`config.mk`:
```
export PLATFORM = sky130hd
export DESIGN_NAME = irq_status_ctrl
export DESIGN_NICKNAME = d
export VERILOG_FILES = /design/src/rtl/irq_pkg.sv /design/src/rtl/gpi_edge_det.sv /design/src/rtl/port_stat.sv /design/src/rtl/temp_cmp.sv /design/src/rtl/two_stage_clr.sv /design/src/rtl/irq_status_ctrl.sv
export SDC_FILE = /design/constraint.sdc
export NUM_CORES = 1
export LEC_CHECK = 0
export BUFFER_PORTS_ARGS = -buffer_cell sky130_fd_sc_hd__buf_4
export CAP_MARGIN = 20
export CORE_ASPECT_RATIO = 0.7
export CORE_MARGIN = 5
export CORE_UTILIZATION = 50
export CTS_CLUSTER_DIAMETER = 40
export CTS_CLUSTER_SIZE = 16
export DETAILED_ROUTE_END_ITERATION = 8
export PLACE_DENSITY = 0.83
export SKIP_CTS_REPAIR_TIMING = 1
export SYNTH_ARGS = -nofsm -noshare
export SYNTH_HDL_FRONTEND = slang
export SYNTH_SLANG_ARGS = --single-unit
```
`constraint.sdc`:
```
create_clock -name clk -period 6.2 [get_ports clk]
set_clock_uncertainty 0.1 [all_clocks]
set_input_delay 0.62 -clock clk [delete_from_list [all_inputs] [get_ports clk]]
set_output_delay 0.62 -clock clk [all_outputs]
set_load 0.05 [all_outputs]
```
`src/rtl/irq_pkg.sv`:
```
`timescale 1ns/1ps
package irq_pkg;
  localparam int FLAG_W  = 16;
  localparam int N_TEMP  = 3;
  localparam int N_DEFER = 4;
  localparam int N_GRP   = 3;

  localparam int B_ADC_DONE = 0;
  localparam int B_ADC_RDY  = 1;
  localparam int B_ADC_MISS = 2;
  localparam int B_GPI_EVT  = 3;
  localparam int B_GPI_MISS = 4;
  localparam int B_DAC_OC   = 5;
  localparam int B_TEMP0    = 6;
  localparam int B_SUPPLY   = 15;

  typedef enum logic [1:0] {
    EDGE_OFF  = 2'd0,
    EDGE_RISE = 2'd1,
    EDGE_FALL = 2'd2,
    EDGE_ANY  = 2'd3
  } edge_mode_e;

  // flag position of each two-step flag
  function automatic int defer_bit(input int k);
    case (k)
      0:       return B_ADC_RDY;
      1:       return B_GPI_EVT;
      2:       return B_GPI_MISS;
      default: return B_DAC_OC;
    endcase
  endfunction

  // status-vector pair: 0 converter, 1 input, 2 overcurrent
  function automatic int defer_grp(input int k);
    case (k)
      0:       return 0;
      1, 2:    return 1;
      default: return 2;
    endcase
  endfunction

  function automatic logic is_defer(input int b);
    return (b == B_ADC_RDY) || (b == B_GPI_EVT) || (b == B_GPI_MISS) || (b == B_DAC_OC);
  endfunction
endpackage

```
`src/rtl/gpi_edge_det.sv`:
```
`timescale 1ns/1ps
module gpi_edge_det
  import irq_pkg::*;
#(
  parameter int NPORT = 20
) (
  input  logic               clk,
  input  logic               rst_n,
  input  logic [NPORT-1:0]   lvl_i,
  input  logic [2*NPORT-1:0] mode_i,
  output logic [NPORT-1:0]   evt_o
);
  logic [NPORT-1:0] prev_q;
  logic             primed_q;

  always_ff @(posedge clk or negedge rst_n) begin
    if (!rst_n) begin
      prev_q   <= '0;
      primed_q <= 1'b0;
    end else begin
      prev_q   <= lvl_i;
      primed_q <= 1'b1;
    end
  end

  for (genvar p = 0; p < NPORT; p++) begin : g_port
    edge_mode_e md;
    logic       rise, fall, hit;
    assign md   = edge_mode_e'(mode_i[2*p +: 2]);
    assign rise = lvl_i[p] & ~prev_q[p];
    assign fall = ~lvl_i[p] & prev_q[p];
    always_comb begin
      case (md)
        EDGE_RISE: hit = rise;
        EDGE_FALL: hit = fall;
        EDGE_ANY:  hit = rise | fall;
        default:   hit = 1'b0;
      endcase
    end
    assign evt_o[p] = primed_q & hit;

    AST_EVT_NEEDS_CHANGE: assert property (@(posedge clk) disable iff (!rst_n)
      evt_o[p] |-> (lvl_i[p] != prev_q[p]));
    AST_OFF_IS_QUIET: assert property (@(posedge clk) disable iff (!rst_n)
      (mode_i[2*p +: 2] == 2'd0) |-> !evt_o[p]);
  end
endmodule

```
`src/rtl/port_stat.sv`:
```
`timescale 1ns/1ps
module port_stat #(
  parameter int NPORT = 20
) (
  input  logic             clk,
  input  logic             rst_n,
  input  logic [NPORT-1:0] set_i,
  input  logic [NPORT-1:0] clr_i,
  output logic [NPORT-1:0] stat_o
);
  logic [NPORT-1:0] stat_q;

  always_ff @(posedge clk or negedge rst_n) begin
    if (!rst_n) stat_q <= '0;
    else        stat_q <= set_i | (stat_q & ~clr_i);
  end
  assign stat_o = stat_q;

  AST_PORT_SET_WINS: assert property (@(posedge clk) disable iff (!rst_n)
    (|set_i) |=> ((stat_o & $past(set_i)) == $past(set_i)));
  AST_PORT_HOLD: assert property (@(posedge clk) disable iff (!rst_n)
    (clr_i == '0) |=> ((stat_o & $past(stat_o)) == $past(stat_o)));
endmodule

```
`src/rtl/temp_cmp.sv`:
```
`timescale 1ns/1ps
module temp_cmp #(
  parameter int TW = 12
) (
  input  logic          clk,
  input  logic          rst_n,
  input  logic          vld_i,
  input  logic [TW-1:0] smp_i,
  input  logic [TW-1:0] lo_thr_i,
  input  logic [TW-1:0] hi_thr_i,
  output logic [2:0]    flags_o
);
  // flags_o: bit0 new sample, bit1 below low, bit2 above high
  assign flags_o[0] = vld_i;
  assign flags_o[1] = vld_i && (smp_i < lo_thr_i);
  assign flags_o[2] = vld_i && (smp_i > hi_thr_i);

  AST_LO_HI_EXCL: assert property (@(posedge clk) disable iff (!rst_n)
    (vld_i && (lo_thr_i <= hi_thr_i)) |-> !(flags_o[1] && flags_o[2]));
  AST_THR_NEEDS_NEW: assert property (@(posedge clk) disable iff (!rst_n)
    (flags_o[1] || flags_o[2]) |-> flags_o[0]);
endmodule

```
`src/rtl/two_stage_clr.sv`:
```
`timescale 1ns/1ps
module two_stage_clr (
  input  logic clk,
  input  logic rst_n,
  input  logic arm_i,
  input  logic rd_lo_i,
  input  logic rd_hi_i,
  output logic armed_o,
  output logic done_o
);
  logic armed_q, lo_q, hi_q;

  assign done_o  = armed_q & (lo_q | rd_lo_i) & (hi_q | rd_hi_i);
  assign armed_o = armed_q;

  always_ff @(posedge clk or negedge rst_n) begin
    if (!rst_n) begin
      armed_q <= 1'b0;
      lo_q    <= 1'b0;
      hi_q    <= 1'b0;
    end else if (arm_i) begin
      armed_q <= 1'b1;
      lo_q    <= 1'b0;
      hi_q    <= 1'b0;
    end else if (done_o) begin
      armed_q <= 1'b0;
      lo_q    <= 1'b0;
      hi_q    <= 1'b0;
    end else if (armed_q) begin
      lo_q <= lo_q | rd_lo_i;
      hi_q <= hi_q | rd_hi_i;
    end
  end

  AST_DISARM_AFTER_DONE: assert property (@(posedge clk) disable iff (!rst_n)
    (done_o && !arm_i) |=> !armed_q);
endmodule

```
`src/rtl/irq_status_ctrl.sv`:
```
`timescale 1ns/1ps
module irq_status_ctrl
  import irq_pkg::*;
#(
  parameter int NPORT = 20,
  parameter int LO_W  = 16,
  parameter int TW    = 12
) (
  input  logic                  clk,
  input  logic                  rst_n,
  input  logic                  adc_done_i,
  input  logic                  adc_ready_i,
  input  logic                  adc_missed_i,
  input  logic                  supply_low_i,
  input  logic [NPORT-1:0]      oc_evt_i,
  input  logic [NPORT-1:0]      gpi_lvl_i,
  input  logic [2*NPORT-1:0]    gpi_mode_i,
  input  logic [N_TEMP-1:0]     temp_vld_i,
  input  logic [N_TEMP*TW-1:0]  temp_smp_i,
  input  logic [N_TEMP*TW-1:0]  temp_lo_i,
  input  logic [N_TEMP*TW-1:0]  temp_hi_i,
  input  logic [FLAG_W-1:0]     irq_mask_i,
  input  logic                  rd_irq_i,
  input  logic                  rd_adc_lo_i,
  input  logic                  rd_adc_hi_i,
  input  logic                  rd_gpi_lo_i,
  input  logic                  rd_gpi_hi_i,
  input  logic                  rd_oc_lo_i,
  input  logic                  rd_oc_hi_i,
  output logic [FLAG_W-1:0]     irq_stat_o,
  output logic [NPORT-1:0]      gpi_stat_o,
  output logic [NPORT-1:0]      oc_stat_o,
  output logic                  irq_o
);
  localparam int HI_W = NPORT - LO_W;
  localparam logic [NPORT-1:0] LO_MASK = {{HI_W{1'b0}}, {LO_W{1'b1}}};
  localparam logic [NPORT-1:0] HI_MASK = ~LO_MASK;

  logic [FLAG_W-1:0]  stat_q, set_v, clr_v;
  logic [NPORT-1:0]   gpi_evt, gpi_clr, oc_clr;
  logic               gpi_miss;
  logic [2:0]         tflag [N_TEMP];
  logic [N_DEFER-1:0] done, armed;
  logic [N_GRP-1:0]   grp_lo, grp_hi;

  // ---------------- digital input edges and port status ----------------
  gpi_edge_det #(.NPORT(NPORT)) u_edge (
    .clk    (clk),
    .rst_n  (rst_n),
    .lvl_i  (gpi_lvl_i),
    .mode_i (gpi_mode_i),
    .evt_o  (gpi_evt)
  );

  assign gpi_clr  = ({NPORT{rd_gpi_lo_i}} & LO_MASK) | ({NPORT{rd_gpi_hi_i}} & HI_MASK);
  assign oc_clr   = ({NPORT{rd_oc_lo_i}}  & LO_MASK) | ({NPORT{rd_oc_hi_i}}  & HI_MASK);
  assign gpi_miss = |(gpi_evt & gpi_stat_o & ~gpi_clr);

  port_stat #(.NPORT(NPORT)) u_gpi_stat (
    .clk    (clk),
    .rst_n  (rst_n),
    .set_i  (gpi_evt),
    .clr_i  (gpi_clr),
    .stat_o (gpi_stat_o)
  );

  port_stat #(.NPORT(NPORT)) u_oc_stat (
    .clk    (clk),
    .rst_n  (rst_n),
    .set_i  (oc_evt_i),
    .clr_i  (oc_clr),
    .stat_o (oc_stat_o)
  );

  // ---------------- temperature channels ----------------
  for (genvar c = 0; c < N_TEMP; c++) begin : g_temp
    temp_cmp #(.TW(TW)) u_cmp (
      .clk      (clk),
      .rst_n    (rst_n),
      .vld_i    (temp_vld_i[c]),
      .smp_i    (temp_smp_i[c*TW +: TW]),
      .lo_thr_i (temp_lo_i[c*TW +: TW]),
      .hi_thr_i (temp_hi_i[c*TW +: TW]),
      .flags_o  (tflag[c])
    );
  end

  // ---------------- flag set vector ----------------
  always_comb begin
    set_v             = '0;
    set_v[B_ADC_DONE] = adc_done_i;
    set_v[B_ADC_RDY]  = adc_ready_i;
    set_v[B_ADC_MISS] = adc_missed_i;
    set_v[B_GPI_EVT]  = |gpi_evt;
    set_v[B_GPI_MISS] = gpi_miss;
    set_v[B_DAC_OC]   = |oc_evt_i;
    set_v[B_SUPPLY]   = supply_low_i;
    for (int c = 0; c < N_TEMP; c++) set_v[B_TEMP0 + 3*c +: 3] = tflag[c];
  end

  // ---------------- two-step acknowledge trackers ----------------
  assign grp_lo = {rd_oc_lo_i, rd_gpi_lo_i, rd_adc_lo_i};
  assign grp_hi = {rd_oc_hi_i, rd_gpi_hi_i, rd_adc_hi_i};

  for (genvar k = 0; k < N_DEFER; k++) begin : g_defer
    localparam int FB = defer_bit(k);
    localparam int GP = defer_grp(k);
    logic arm;
    assign arm = rd_irq_i & stat_q[FB] & ~done[k];
    two_stage_clr u_trk (
      .clk     (clk),
      .rst_n   (rst_n),
      .arm_i   (arm),
      .rd_lo_i (grp_lo[GP]),
      .rd_hi_i (grp_hi[GP]),
      .armed_o (armed[k]),
      .done_o  (done[k])
    );

    AST_DEFER_NEEDS_ARM: assert property (@(posedge clk) disable iff (!rst_n)
      (stat_q[FB] && !armed[k]) |=> stat_q[FB]);
  end

  // ---------------- flag register ----------------
  always_comb begin
    clr_v = {FLAG_W{rd_irq_i}};
    for (int k = 0; k < N_DEFER; k++) clr_v[defer_bit(k)] = done[k];
  end

  always_ff @(posedge clk or negedge rst_n) begin
    if (!rst_n) stat_q <= '0;
    else        stat_q <= set_v | (stat_q & ~clr_v);
  end

  assign irq_stat_o = stat_q;
  assign irq_o      = |(stat_q & ~irq_mask_i);

  for (genvar b = 0; b < FLAG_W; b++) begin : g_chk
    AST_EVENT_WINS: assert property (@(posedge clk) disable iff (!rst_n)
      set_v[b] |=> stat_q[b]);
    if (!is_defer(b)) begin : g_single
      AST_HOLD_UNTIL_READ: assert property (@(posedge clk) disable iff (!rst_n)
        (stat_q[b] && !rd_irq_i) |=> stat_q[b]);
    end
  end

  AST_MASK_ALL: assert property (@(posedge clk) disable iff (!rst_n)
    (irq_mask_i == '1) |-> !irq_o);
endmodule

```
==> impl_metrics.json <==
{
  "crit_path_end_kind": "primary output",
  "path_class": "reg -> out",
  "cp.arrival_ns": 1.96,
  "grt_first_pass_wirelength_um": 31700,
  "gp_congestion": 0.953,
  "cts.reportedPaths.clkPinSlew_ns": 0.07,
  "synthDominantAreaCellType": "sky130_fd_sc_hd__dfrtp_1",
  "clockRootBuffer": "sky130_fd_sc_hd__clkbuf_16",
  "die_width_um": 146,
  "irDropWorstVdd_mv": 0.153,
  "setup_ws_ns": 3.52,
  "clock_latency_of_the_later_clocked_register_in_the_worst_skew_pair_ns": 0.34,
  "synth_top_cells_by_count": "151 x sky130_fd_sc_hd__inv_1, 109 x sky130_fd_sc_hd__ha_1, 89 x sky130_fd_sc_hd__dfrtp_1",
  "cellPowerDensity_mw_per_mm2": 211,
  "synth-warning-count": 0,
  "reg2reg_depth": 7,
  "detailed_routing_iterations_pass_1": 4,
  "port_buffers": 276,
  "synth-seq-area-share_pct": 34.3,
  "crit-reg2reg-launch": "u_edge.prev_q[6]",
  "starting_density_of_the_core_pct": 51.7,
  "synth_cell_area_mm2": 0.00649,
  "post_drt_wl_per_cell_um": 16.7,
  "hp-class": "in -> async",
  "cts_tree": "built",
  "timing.rr.end": "irq_stat_o[4]",
  "drv.max_cap_violation_count": 0,
  "synth_area_leaders": "sky130_fd_sc_hd__dfrtp_1 34%, sky130_fd_sc_hd__ha_1 21%, sky130_fd_sc_hd__inv_1 8.7%, sky130_fd_sc_hd__a21o_1 5.4%, sky130_fd_sc_hd__o21ai_0 3.6%",
  "totalPowerFinal_w": 0.00191,
  "rsz0062_at_grt": "no",
  "finalMaxSlewViolations": 0,
  "preCtsSetupSlack_ns": 3.51,
  "grt_overflow": 0,
  "synthesis.instances": 733,
  "ys.flop_type": "sky130_fd_sc_hd__dfrtp_1",
  "placement_row_count": 34,
  "grt_antenna_before_repair": 0,
  "layoutNonFillerInstCount": 1180,
  "ys_types": 56,
  "post_placement_cell_count": 1164,
  "maxClockFrequency_mhz": 373,
  "cp_max_fo": 4,
  "synth.top_cell.area_share_pct": 34.3,
  "layout_worst_path_cycle_share_pct": 43.2,
  "drt_first_iter_violations": 148,
  "chipHeight_um": 105,
  "synth_enable_flop_cells": 0,
  "drive_gt1_share_pct": 29.5,
  "drc": 0,
  "ys_async_sr_fraction_pct": 100,
  "gr-usage-all-layers_pct": 25.3,
  "worst_slew_pin_slew_ns": 0.686,
  "max-slew-margin-rel_pct": 54.3,
  "run_status": "finished, final reports clean",
  "io-pin-count": 277,
  "post_route_minimum_period_ns": 2.68,
  "level_count_of_the_clock_h_tree": 3,
  "setup_viol": 0,
  "startpoint_type": "flop",
  "total_leakage_power_nw": 5.11,
  "dieArea_mm2": 0.0154,
  "postRouteWirelength_um": 19700,
  "cts.sink_count": 89,
  "placeableCoreArea_mm2": 0.0125,
  "cts_buffers": 9,
  "syn_to_final_growth_pct": 39.8,
  "critical_path_required_ns": 5.48,
  "post_drt_via_cell_ratio": 5.21,
  "final_net_count": 1342,
  "num-fill-cells": 1031,
  "yosysMostFrequentCell": "sky130_fd_sc_hd__inv_1",
  "synth_nets": 1062,
  "setup_tns_final_ns": 0,
  "cts.path.max_buffers": 2,
  "final_hold_violation_count": 0,
  "ff2ff_setup_slack_ns": 3.88,
  "grt_pass1_vias": 6376,
  "synth-seq-cells": 89,
  "synthesis.area_per_instance_um2": 8.86,
  "dp_wirelength_um": 17000,
  "ant_nets": 0,
  "antenna_cells_inserted": 0,
  "routed-via-count": 6146,
  "grt_start_max_net_pins": 54
}
==> registers in the layout, indices dropped and copies added, names as in the netlist <==
signal,count
u_edge.prev_q,20
u_gpi_stat.stat_o,20
u_oc_stat.stat_o,20
irq_stat_o,16
g_defer.u_trk.armed_o,4
g_defer.u_trk.hi_q,4
g_defer.u_trk.lo_q,4
u_edge.primed_q,1
==> area by class of cell <==
class                           count  area, µm²  area share [%]
Inverter                          152        571            6.29
Clock inverter                      7        103            1.13
Multi-Input combinational cell    483       3660            40.3
Sequential cell                    89       2230            24.5
Tap cell                          162        203            2.23
Timing Repair Buffer              278       2090            23.0
Clock buffer                        9        225            2.48
==> placed cells by master (no fill, tap or decap), types with 20 or more instances in the layout <==
cell type	count
sky130_fd_sc_hd__buf_4	278
sky130_fd_sc_hd__inv_1	151
sky130_fd_sc_hd__ha_1	109
sky130_fd_sc_hd__dfrtp_1	89
sky130_fd_sc_hd__a21o_1	47
sky130_fd_sc_hd__o21ai_0	47
sky130_fd_sc_hd__nand2_1	43
sky130_fd_sc_hd__a21oi_1	29
sky130_fd_sc_hd__nor2_1	27
sky130_fd_sc_hd__nand2b_1	25
sky130_fd_sc_hd__nor2b_1	20
==> how the worst max path moves through the flow <==
stage / start / endpoint / slack (ns) / cells after the start
6_report: irq_stat_o[3] / irq_o / 3.52 / 5
5_1_grt: irq_stat_o[3] / irq_o / 3.47 / 5
4_1_cts: irq_stat_o[3] / irq_o / 3.57 / 5
2_1_floorplan: gpi_lvl_i[6] / irq_stat_o[4] / 3.78 / 8
3_3_place_gp: gpi_lvl_i[6] / irq_stat_o[4] / 3.58 / 9
3_5_place_dp: gpi_lvl_i[6] / irq_stat_o[4] / 3.51 / 9
==> logic make-up (layout without fill, tap and decap cells) <==
kind of cell / count (synthesis) / in the layout / synth area share (%)
AND/OR/NAND/NOR: 175 / 175 / 15.0
multiplexers: 2 / 2 / 0.308
flip-flops: 89 / 89 / 34.3
buffers and inverters: 161 / 446 / 9.33
adder cells (fa/ha/maj): 109 / 109 / 21.0
AO/OA/AOI/OAI: 196 / 196 / 20.0
other: 1 / 1 / 0.0577
==> per-stage QoR <==
stage	hold WS [ns]	area (µm²)	util (%)
after floorplan	0.224	6490	-
after global placement	0.363	8750	69.7
after detailed placement	0.370	8750	69.7
after CTS	0.146	9080	72.3
after global routing	0.168	9080	72.3
final	0.138	9080	72.3
==> critical path, stage by stage, from the launching register on <==
cell                       delay, ns
sky130_fd_sc_hd__dfrtp_1        0.43
sky130_fd_sc_hd__inv_1          0.19
sky130_fd_sc_hd__o22ai_1        0.12
sky130_fd_sc_hd__a221oi_1       0.51
sky130_fd_sc_hd__nand3_1        0.15
sky130_fd_sc_hd__buf_4          0.22
==> routing by layer <==
layer  wire length, µm  share of wire, %  track usage, %
met1              8830                45            33.2
met2              8880                45            40.6
met3              1550               7.9            8.41
met4               473               2.4            6.44
met5                 0                 0               0
==> where the power goes <==
part / switching, W / total, W / internal (W)
clock: 0.000237 / 0.000595 / 0.000358
combinational: 0.000341 / 0.000606 / 0.000265
sequential: 0.0000626 / 0.000709 / 0.000647
total: 0.000641 / 0.00191 / 0.00127
(Power assumes the default switching activity.)
